===== src/rtl/unpk_pkg.sv =====
package unpk_pkg;
  localparam int WORD_W   = 16;
  localparam int NIB_W    = 4;
  localparam int NPW      = WORD_W / NIB_W;  // nibbles per word
  localparam int MAX_LEN  = 6;               // longest instruction, nibbles
  localparam int LEN_W    = 3;
  localparam int HEAD_W   = MAX_LEN * NIB_W;

  localparam logic [3:0] CODE_SHORT_LAST = 4'h8;
  localparam logic [3:0] CODE_EXT        = 4'h9;
  localparam logic [3:0] CODE_ADDR_FIRST = 4'hA;
  localparam logic [3:0] CODE_ADDR_LAST  = 4'hD;
  localparam logic [3:0] CODE_LIT        = 4'hE;
  localparam logic [3:0] LONG_ADDR_LAST  = 4'h3;
  localparam logic [15:0] LIT_BIAS       = 16'd127;

  typedef enum logic [1:0] {
    CL_SHORT = 2'd0,
    CL_EXT   = 2'd1,
    CL_ADDR  = 2'd2,
    CL_LIT   = 2'd3
  } iclass_t;
endpackage


===== src/rtl/nib_window.sv =====
module nib_window
  import unpk_pkg::*;
#(
  parameter int WIN_WORDS = 3,
  parameter int CW        = 4
) (
  input  logic              clk,
  input  logic              rst_n,
  input  logic              clear,
  input  logic [1:0]        skip_in,
  input  logic              push,
  input  logic [WORD_W-1:0] word,
  input  logic [CW-1:0]     consume,
  output logic [CW-1:0]     cnt,
  output logic [HEAD_W-1:0] head
);
  localparam int NIBS = WIN_WORDS * NPW;
  localparam int W    = NIBS * NIB_W;

  // Staged nibbles sit at the top of win, oldest first; slots past cnt stay zero.
  logic [W-1:0]      win, win_n, shifted, ins;
  logic [WORD_W-1:0] word_sh;
  logic [CW-1:0]     keep, cnt_n;
  logic [1:0]        skip_q;

  always_comb begin
    keep    = cnt - consume;
    shifted = win << {consume, 2'b00};
    word_sh = word << {skip_q, 2'b00};
    ins     = {word_sh, {(W-WORD_W){1'b0}}} >> {keep, 2'b00};
    win_n   = push ? (shifted | ins) : shifted;
    cnt_n   = push ? (keep + CW'(NPW) - CW'(skip_q)) : keep;
  end

  always_ff @(posedge clk or negedge rst_n) begin
    if (!rst_n) begin
      win    <= '0;
      cnt    <= '0;
      skip_q <= '0;
    end else if (clear) begin
      win    <= '0;
      cnt    <= '0;
      skip_q <= skip_in;
    end else begin
      win <= win_n;
      cnt <= cnt_n;
      if (push) skip_q <= '0;
    end
  end

  for (genvar g = 0; g < MAX_LEN; g++) begin : g_head
    assign head[HEAD_W-1-NIB_W*g -: NIB_W] = win[W-1-NIB_W*g -: NIB_W];
  end

  assert_no_overflow_R9: assert property (@(posedge clk) disable iff (!rst_n)
    cnt <= CW'(NIBS));
  assert_clear_empties_R10: assert property (@(posedge clk) disable iff (!rst_n)
    clear |=> cnt == '0);
  assert_consume_bounded_R7: assert property (@(posedge clk) disable iff (!rst_n)
    consume <= cnt);
endmodule


===== src/rtl/ins_decode.sv =====
module ins_decode
  import unpk_pkg::*;
#(
  parameter int CW = 4
) (
  input  logic [HEAD_W-1:0] head,
  input  logic [CW-1:0]     cnt,
  output logic              complete,
  output logic [LEN_W-1:0]  len,
  output iclass_t           cls,
  output logic [3:0]        op,
  output logic [WORD_W-1:0] operand
);
  logic [3:0] n0, n1, n2, n3, n4, n5;
  assign {n0, n1, n2, n3, n4, n5} = head;

  always_comb begin
    len     = LEN_W'(1);
    cls     = CL_SHORT;
    op      = n0;
    operand = '0;
    if (n0 <= CODE_SHORT_LAST) begin
      len = LEN_W'(1);
    end else if (n0 == CODE_EXT) begin
      len = LEN_W'(2);
      cls = CL_EXT;
      op  = n1;
    end else if (n0 <= CODE_ADDR_LAST) begin
      len     = LEN_W'(3);
      cls     = CL_ADDR;
      op      = n0 - CODE_ADDR_FIRST;
      operand = {8'h00, n1, n2};
    end else if (n0 == CODE_LIT) begin
      len     = LEN_W'(3);
      cls     = CL_LIT;
      op      = 4'h0;
      operand = {8'h00, n1, n2} - LIT_BIAS;
    end else begin
      len     = LEN_W'(MAX_LEN);
      operand = {n2, n3, n4, n5};
      if (n1 <= LONG_ADDR_LAST) begin
        cls = CL_ADDR;
        op  = n1;
      end else begin
        cls = CL_LIT;
        op  = 4'h0;
      end
    end
    complete = cnt >= CW'(len);
  end
endmodule


===== src/rtl/instr_unpacker.sv =====
module instr_unpacker
  import unpk_pkg::*;
#(
  parameter int WIN_WORDS = 3
) (
  input  logic        clk,
  input  logic        rst_n,
  input  logic [15:0] word_in,
  input  logic        word_valid,
  output logic        word_ready,
  input  logic        restart,
  input  logic [1:0]  restart_nib,
  output logic        out_valid,
  input  logic        out_ready,
  output logic [1:0]  out_class,
  output logic [3:0]  out_op,
  output logic [15:0] out_operand
);
  localparam int NIBS = WIN_WORDS * NPW;
  localparam int CW   = $clog2(NIBS + 1);

  logic [CW-1:0]     cnt, consume;
  logic [HEAD_W-1:0] head;
  logic              complete, push;
  logic [LEN_W-1:0]  len;
  iclass_t           cls;

  assign word_ready = !restart && (cnt <= CW'(NIBS - NPW));
  assign push       = word_valid && word_ready;
  assign out_valid  = !restart && complete;
  assign consume    = (out_valid && out_ready) ? CW'(len) : '0;
  assign out_class  = cls;

  nib_window #(.WIN_WORDS(WIN_WORDS), .CW(CW)) u_win (
    .clk     (clk),
    .rst_n   (rst_n),
    .clear   (restart),
    .skip_in (restart_nib),
    .push    (push),
    .word    (word_in),
    .consume (consume),
    .cnt     (cnt),
    .head    (head)
  );

  ins_decode #(.CW(CW)) u_dec (
    .head     (head),
    .cnt      (cnt),
    .complete (complete),
    .len      (len),
    .cls      (cls),
    .op       (out_op),
    .operand  (out_operand)
  );

  assert_hold_R8: assert property (@(posedge clk) disable iff (!rst_n)
    (out_valid && !out_ready) |=> (restart || (out_valid && $stable(out_class)
      && $stable(out_op) && $stable(out_operand))));
  assert_restart_flush_R10: assert property (@(posedge clk) disable iff (!rst_n)
    restart |=> !out_valid);
  assert_short_no_operand_R2: assert property (@(posedge clk) disable iff (!rst_n)
    (out_valid && out_class == 2'd0) |-> out_operand == 16'h0000);
endmodule


===== config.mk =====
export PLATFORM = sky130hd
export DESIGN_NAME = instr_unpacker
export DESIGN_NICKNAME = d
export VERILOG_FILES = /design/src/rtl/unpk_pkg.sv /design/src/rtl/nib_window.sv /design/src/rtl/ins_decode.sv /design/src/rtl/instr_unpacker.sv
export SDC_FILE = /design/constraint.sdc
export NUM_CORES = 1
export LEC_CHECK = 0
export ABC_AREA = 1
export BUFFER_PORTS_ARGS = -buffer_cell sky130_fd_sc_hd__buf_2
export CORE_MARGIN = 5
export CORE_UTILIZATION = 40
export DETAILED_ROUTE_END_ITERATION = 8
export HOLD_SLACK_MARGIN = 0.03
export PLACE_DENSITY = 0.68
export SLEW_MARGIN = 20
export SYNTH_ARGS = -nofsm -noshare
export SYNTH_HDL_FRONTEND = slang
export SYNTH_SLANG_ARGS = --single-unit

===== constraint.sdc =====
create_clock -name clk -period 4.7 [get_ports clk]
set_input_delay 0.705 -clock clk [delete_from_list [all_inputs] [get_ports clk]]
set_output_delay 0.705 -clock clk [all_outputs]
set_load 0.02 [all_outputs]

==> results of run 1 <==
## layout by cell type, fill, tap and decap left out, types with 2 or more instances in the layout
cell       synthesis  final
nor2_4             3      4
buf_4              5     15
nor3_1             6      6
inv_1             85     85
dfrtp_1           54     54
o21ai_0           50     50
nor2_8             2      2
o211ai_1           4      4
buf_2             16     46
nor2_2             3      2
nand4_1           11     11
a21oi_1           56     56
o21ai_1            2      2
or2_2              4      4
a211oi_1           6      6
a31oi_1            2      2
fa_1               2      2
o221ai_1           7      7
nand3_1          152    152
clkinv_1           3      3
nand2_2            2      2
nand2_1          357    357
ha_1              11     11
nor2_1            43     43
clkbuf_16          0      5
inv_2             11     11
nand4_4            2      2
## worst min-delay path by stage
stage	slack, ps	from	endpoint
2_1_floorplan	410	rst_n	u_win.cnt[0]$_DFF_PN0_
3_3_place_gp	560	u_win.win[3]$_DFF_PN0_	u_win.win[3]$_DFF_PN0_
3_5_place_dp	560	u_win.win[3]$_DFF_PN0_	u_win.win[3]$_DFF_PN0_
4_1_cts	580	u_win.win[3]$_DFF_PN0_	u_win.win[3]$_DFF_PN0_
5_1_grt	600	u_win.win[0]$_DFF_PN0_	u_win.win[0]$_DFF_PN0_
6_report	550	rst_n	u_win.win[32]$_DFF_PN0_
## area by class of cell
type | count | area [um^2] | share of cell area
inverter | 99 | 372 | 0.0622
sequential | 54 | 1350 | 0.226
clock buffer | 7 | 143 | 0.0239
multi-input combinational | 738 | 3530 | 0.592
tap | 180 | 225 | 0.0377
clock inverter | 1 | 5.00 | 0.000838
timing repair buffer | 61 | 343 | 0.0574
## cell families after synthesis
kind of cell / after synthesis / share of synthesized area
compound gates: 134 / 0.136
xor+xnor: 2 / 0.00453
fa+ha+maj: 13 / 0.0322
buf+inv: 153 / 0.116
flops: 54 / 0.245
simple gates: 589 / 0.466
## cells in the mapped netlist, drive strengths merged, types with 3 or more instances
cell type | count | area share
o221ai | 7 | 0.011
inv | 96 | 0.065
nor3 | 6 | 0.0054
nand2 | 359 | 0.24
clkinv | 3 | 0.0020
o21ai | 52 | 0.047
nand4 | 13 | 0.020
o211ai | 4 | 0.0054
nand3 | 154 | 0.14
nor2 | 51 | 0.046
buf | 29 | 0.032
dfrtp | 54 | 0.24
ha | 11 | 0.025
clkbuf | 25 | 0.017
a211oi | 6 | 0.0082
a21oi | 57 | 0.054
or2 | 4 | 0.0045
## sequential cells by signal, summed over array words and instances, names as in the netlist
name / flops
u_win.win: 48
u_win.cnt: 4
u_win.skip_q: 2
## report_power, final
part / internal (uW) / switching [uW]
combinational: 462 / 980
clock: 212 / 178
sequential: 556 / 109
total: 1230 / 1270
## metal layers
| layer | share of wire | up-vias |
|---|---|---|
| met3 | 0.078 | 22 |
| met1 | 0.49 | 2667 |
| li1 | - | 3097 |
| met5 | 0 | - |
| met4 | 0.019 | 0 |
| met2 | 0.42 | 220 |
## per-stage QoR
stage                util  setup slack, ps  hold slack [ps]  cells  total power [uW]
finish              0.435              404              555   1140              2500
global route        0.435             21.2              599   1140              2740
CTS                 0.435              431              576   1140              2480
detailed placement  0.425              455              564   1132              2090
global placement    0.425              566              563   1132              2080
floorplan               -              365              409    945              1760
==> impl_metrics.yaml, run 1 <==
worst_setup_path:
  timing.setup.critical_path_class: "reg2reg"
  timing.critical_path.from_type: "flop"
  r2r_start: "u_win.win[44]$_DFF_PN0_"
  timing.reg2reg.setup_slack_ps: 400
  worstSetupEndpoint: "u_win.win[14]$_DFF_PN0_"
  timing.critical_path.cells: "inv_1 -> nor2_8 -> inv_2 -> ha_1 -> inv_1 -> nor2_1 -> nand2_1 -> nand3_1 -> nand3_2 -> nor2_4 -> inv_2 -> ha_1 -> nand2_1 -> o21ai_1 -> xor2_2 -> inv_2 -> nor2_2 -> a22oi_1 -> a21oi_1"
  crit_top_cell: "inv_2"
  timing.critical_path.buf_inv: 5
  cpLargestDelayFamily: "simple AND/OR/NAND/NOR gates"
  crit_path_top_delay_cell: "dfrtp_1"
  cp_slowest_stage_delay_ps: 520
  timing.critical_path.required_ps: 4930
  worst_r2r_endpoint: "u_win.win[14]$_DFF_PN0_"
  cp_num_cells: 19
  worstSetupStartpoint: "u_win.win[44]$_DFF_PN0_"
  crit_fanout: 25
  nature_of_the_critical_path_endpoint: "flop"
  worst-r2r-cell-count: 19
  data_arrival_time_of_the_worst_path_ps: 4520
grt:
  grt_remaining_overflow: 0
  grt_use_met1: 0.313
  globalRouteMet2Util: 0.302
  grt_max_degree: 57
  met3_usage: 0.0272
  global_route_layer_with_the_greatest_usage: "met1"
  grt_first_pass_wirelength_um: 27400
  vias_in_the_first_global_route: 5382
  grtUsageTotal: 0.205
  antenna_violations_before_repair: 0
layout:
  layout-drive-gt1-share: 0.103
  num-nets-final: 995
  antenna-diode-count: 0
  flow.area_growth_from_synthesis_pct: 8.13
  n_fill_cell: 1517
  design_area_um2: 5970
floorplanning:
  chip_height_um: 128
  rows: 43
  die_area_um2: 16300
  top_level_ports: 47
  fp.dieW_um: 128
  initial_core_util: 0.403
  core_area_um2: 13700
synth:
  ys_seq_elements: 54
  synth_enable_flop_cells: 0
  syn_inst: 945
  synth_warnings: 0
  synth.net_count: 981
  syn_area_um2: 5520
  seq_area_frac_synth: 0.245
  ys.flop_type: "dfrtp_1"
  synthesis.area_per_instance_um2: 5.85
  postSynth.asyncResetShare: 1.00
  synth.distinct_cells: 42
sta:
  worst_slew_slack_as_a_fraction_of_its_limit: 0.500
  total_setup_violations_reported_at_the_end_of_the_flow: 0
  actual_slew_at_the_worst_max_slew_pin_ps: 749
  grt_setup_unrepaired: "no"
  hold_viol: 0
  fin_setup_tns_ps: 0
  finalCritPeriodShare: 0.914
  fin_worst_skew_ps: 5.67
  timing.final.max_slew_violations: 0
  post-route-min-period_ps: 4300
  max_freq_mhz: 233
placed_design:
  detailed_place_hpwl_um: 12000
  gpl.final_weighted_congestion: 0.869
  place_area_um2: 5830
  portBuffers: 46
routing:
  drt-pass1-iter-count: 5
  route.antenna.remaining_nets: 0
  drc: 0
  detail_route.vias_per_cell: 5.27
  via_count: 6006
  route.final.wire_length_um: 16400
  drt_iter0_drc: 467
  routed_wire_length_per_instance_um: 14.4
run:
  drv_cap: 0
cts:
  max-clock-path-buffers: 2
  post_cts.resized_instances: 0
  cts_setup_buffers: 0
  cts-hold-fix-buffers: 0
  worst_setup_hold_path_clk_slew_ps: 70
  clock-root-buffer: "clkbuf_16"
  tritoncts: "done"
  cts_inserted_buffers: 5
  cts_max_level: 2
  clock_insertion_delay_worst_skew_ps: 300
  clock_sink_count: 54
power_and_ir_drop:
  maximum_resistive_drop_on_vdd_v: 0.000256
  power.density_cell_area_nw_per_um2: 418
  power_leakage_uw: 0.00304
status:
  status: "completed"
min_path:
  timing.hold.worst.class: "in2async"
Note: power is estimated with default switching activity, not from simulation.
==> inputs of run 2 (changes only) <==
- PLACE_DENSITY: 0.68 -> not set
==> impl_metrics.yaml, run 2 (same netlist as run 1, synthesis figures left out) <==
status:
  status: "completed"
cts:
  post_cts.resized_instances: 0
  cts_setup_buffers: 0
  tritoncts: "done"
  clock-root-buffer: "clkbuf_16"
  cts_inserted_buffers: 5
  cts-hold-fix-buffers: 0
  clock_insertion_delay_worst_skew_ps: 300
  worst_setup_hold_path_clk_slew_ps: 70
  cts_max_level: 2
  clock_sink_count: 54
  max-clock-path-buffers: 2
sta:
  actual_slew_at_the_worst_max_slew_pin_ps: 741
  grt_setup_unrepaired: "no"
  total_setup_violations_reported_at_the_end_of_the_flow: 0
  hold_viol: 0
  finalWorstSetupSlack_ps: 430
  max_freq_mhz: 234
  worst_slew_slack_as_a_fraction_of_its_limit: 0.506
  timing.final.max_slew_violations: 0
  finalCritPeriodShare: 0.908
  fin_setup_tns_ps: 0
  fin_worst_skew_ps: 4.29
  post-route-min-period_ps: 4270
layout:
  antenna-diode-count: 0
  layout_commonest_cell: "nand2_1"
  max_ffs_per_register: 48
  most_frequent_cells_in_the_layout: "nand2_1, nand3_1, inv_1"
  flow.area_growth_from_synthesis_pct: 8.34
  num-nets-final: 994
  largestRegisters: "u_win.win (48), u_win.cnt (4), u_win.skip_q (2)"
  layout-drive-gt1-share: 0.102
  top_register: "u_win.win"
worst_setup_path:
  cpLargestDelayFamily: "adder cells"
  timing.setup.critical_path_class: "reg2reg"
  crit_path_top_delay_cell: "dfrtp_1"
  data_arrival_time_of_the_worst_path_ps: 4470
  timing.critical_path.from_type: "flop"
  cp_slowest_stage_delay_ps: 540
  cp_num_cells: 19
  crit_fanout: 11
  timing.critical_path.buf_inv: 5
  timing.critical_path.required_ps: 4900
  timing.critical_path.cells: "inv_1 -> nor2_8 -> inv_2 -> ha_1 -> inv_1 -> nor2_1 -> nand2_1 -> nand3_1 -> nand3_2 -> nor2_4 -> ha_1 -> fa_1 -> inv_1 -> ha_1 -> ha_1 -> inv_1 -> fa_1 -> o21ai_0 -> nor3b_1"
  worst-r2r-cell-count: 19
  nature_of_the_critical_path_endpoint: "flop"
routing:
  dr_wl_met2_um: 7480
  via_count: 5996
  route.antenna.remaining_nets: 0
  drc: 0
  top_layer_used: "met4"
  routed_wire_length_per_instance_um: 15.1
  drt_iter0_drc: 410
  route.final.wire_length_um: 17200
  drt-pass1-iter-count: 5
  wirelength_met1_um: 8350
  detail_route.vias_per_cell: 5.26
  met3_routed_wl_um: 1010
floorplanning:
  top_level_ports: 47
  initial_core_util: 0.403
  die_area_um2: 16300
  fp.dieW_um: 128
  rows: 43
  chip_height_um: 128
  core_area_um2: 13700
run:
  drv_cap: 0
grt:
  grt_max_degree: 57
  vias_in_the_first_global_route: 5527
  grt_first_pass_wirelength_um: 28600
  antenna_violations_before_repair: 0
  grtUsageTotal: 0.215
  grt_remaining_overflow: 0
power_and_ir_drop:
  power_leakage_uw: 0.00304
  maximum_resistive_drop_on_vdd_v: 0.000231
  power.density_cell_area_nw_per_um2: 425
placed_design:
  portBuffers: 46
  detailed_place_hpwl_um: 12600
  pre_cts_slack_ps: 475
  gpl.final_weighted_congestion: 0.863
min_path:
  timing.hold.worst.class: "in2async"
[run 2: worst register-to-register path: stages, from the launching register on]
cell and delay (ps):
dfrtp_1 540, inv_1 250, nor2_8 230, inv_2 150, ha_1 320, inv_1 60, nor2_1 30, nand2_1 60
nand3_1 230, nand3_2 210, nor2_4 50, ha_1 200, fa_1 530, inv_1 70, ha_1 280, ha_1 140
inv_1 50, fa_1 380, o21ai_0 160, nor3b_1 240
[run 2: path summary, 6_finish.rpt]
kind | start | end | slack [ps]
max | u_win.win[44]$_DFF_PN0_ | u_win.cnt[3]$_DFF_PN0_ | 430
min | rst_n | u_win.win[32]$_DFF_PN0_ | 540
max reg2reg | u_win.win[44]$_DFF_PN0_ | u_win.cnt[3]$_DFF_PN0_ | 430
min reg2reg | u_win.win[1]$_DFF_PN0_ | u_win.win[1]$_DFF_PN0_ | 580
max in group asynchronous | rst_n | u_win.cnt[2]$_DFF_PN0_ | 3670
min in group clk | u_win.win[1]$_DFF_PN0_ | u_win.win[1]$_DFF_PN0_ | 580
[run 2: metal layers]
metal  GRT usage  up-vias
met4      0.0549        0
met5           0        -
li1            -     3096
met1       0.313     2691
met2       0.334      193
met3      0.0301       16
[run 2: stage by stage]
stage                     power, uW  area, um^2  std cells   util  hold slack, ps
after global placement         2100        5820       1131  0.424             567
after detailed placement       2100        5820       1131  0.424             564
final                          2550        5980       1139  0.436             539
after global routing           2790        5980       1139  0.436             595
after floorplan                1760        5520        945      -             409
after CTS                      2550        5980       1139  0.436             577
[run 2: layout make-up]
type,count,area (um^2)
Multi-Input combinational cell,738,3530
Sequential cell,54,1350
Timing Repair Buffer,60,335
Clock inverter,2,37.5
Fill cell,1559,7730
Clock buffer,6,129
Inverter,99,372
Tap cell,180,225
[run 2: report_power, final]
part / internal (uW) / switching (uW) / leakage, uW
Sequential: 556 / 109 / 0.000738
Combinational: 454 / 991 / 0.00222
Clock: 252 / 184 / 0.0000771
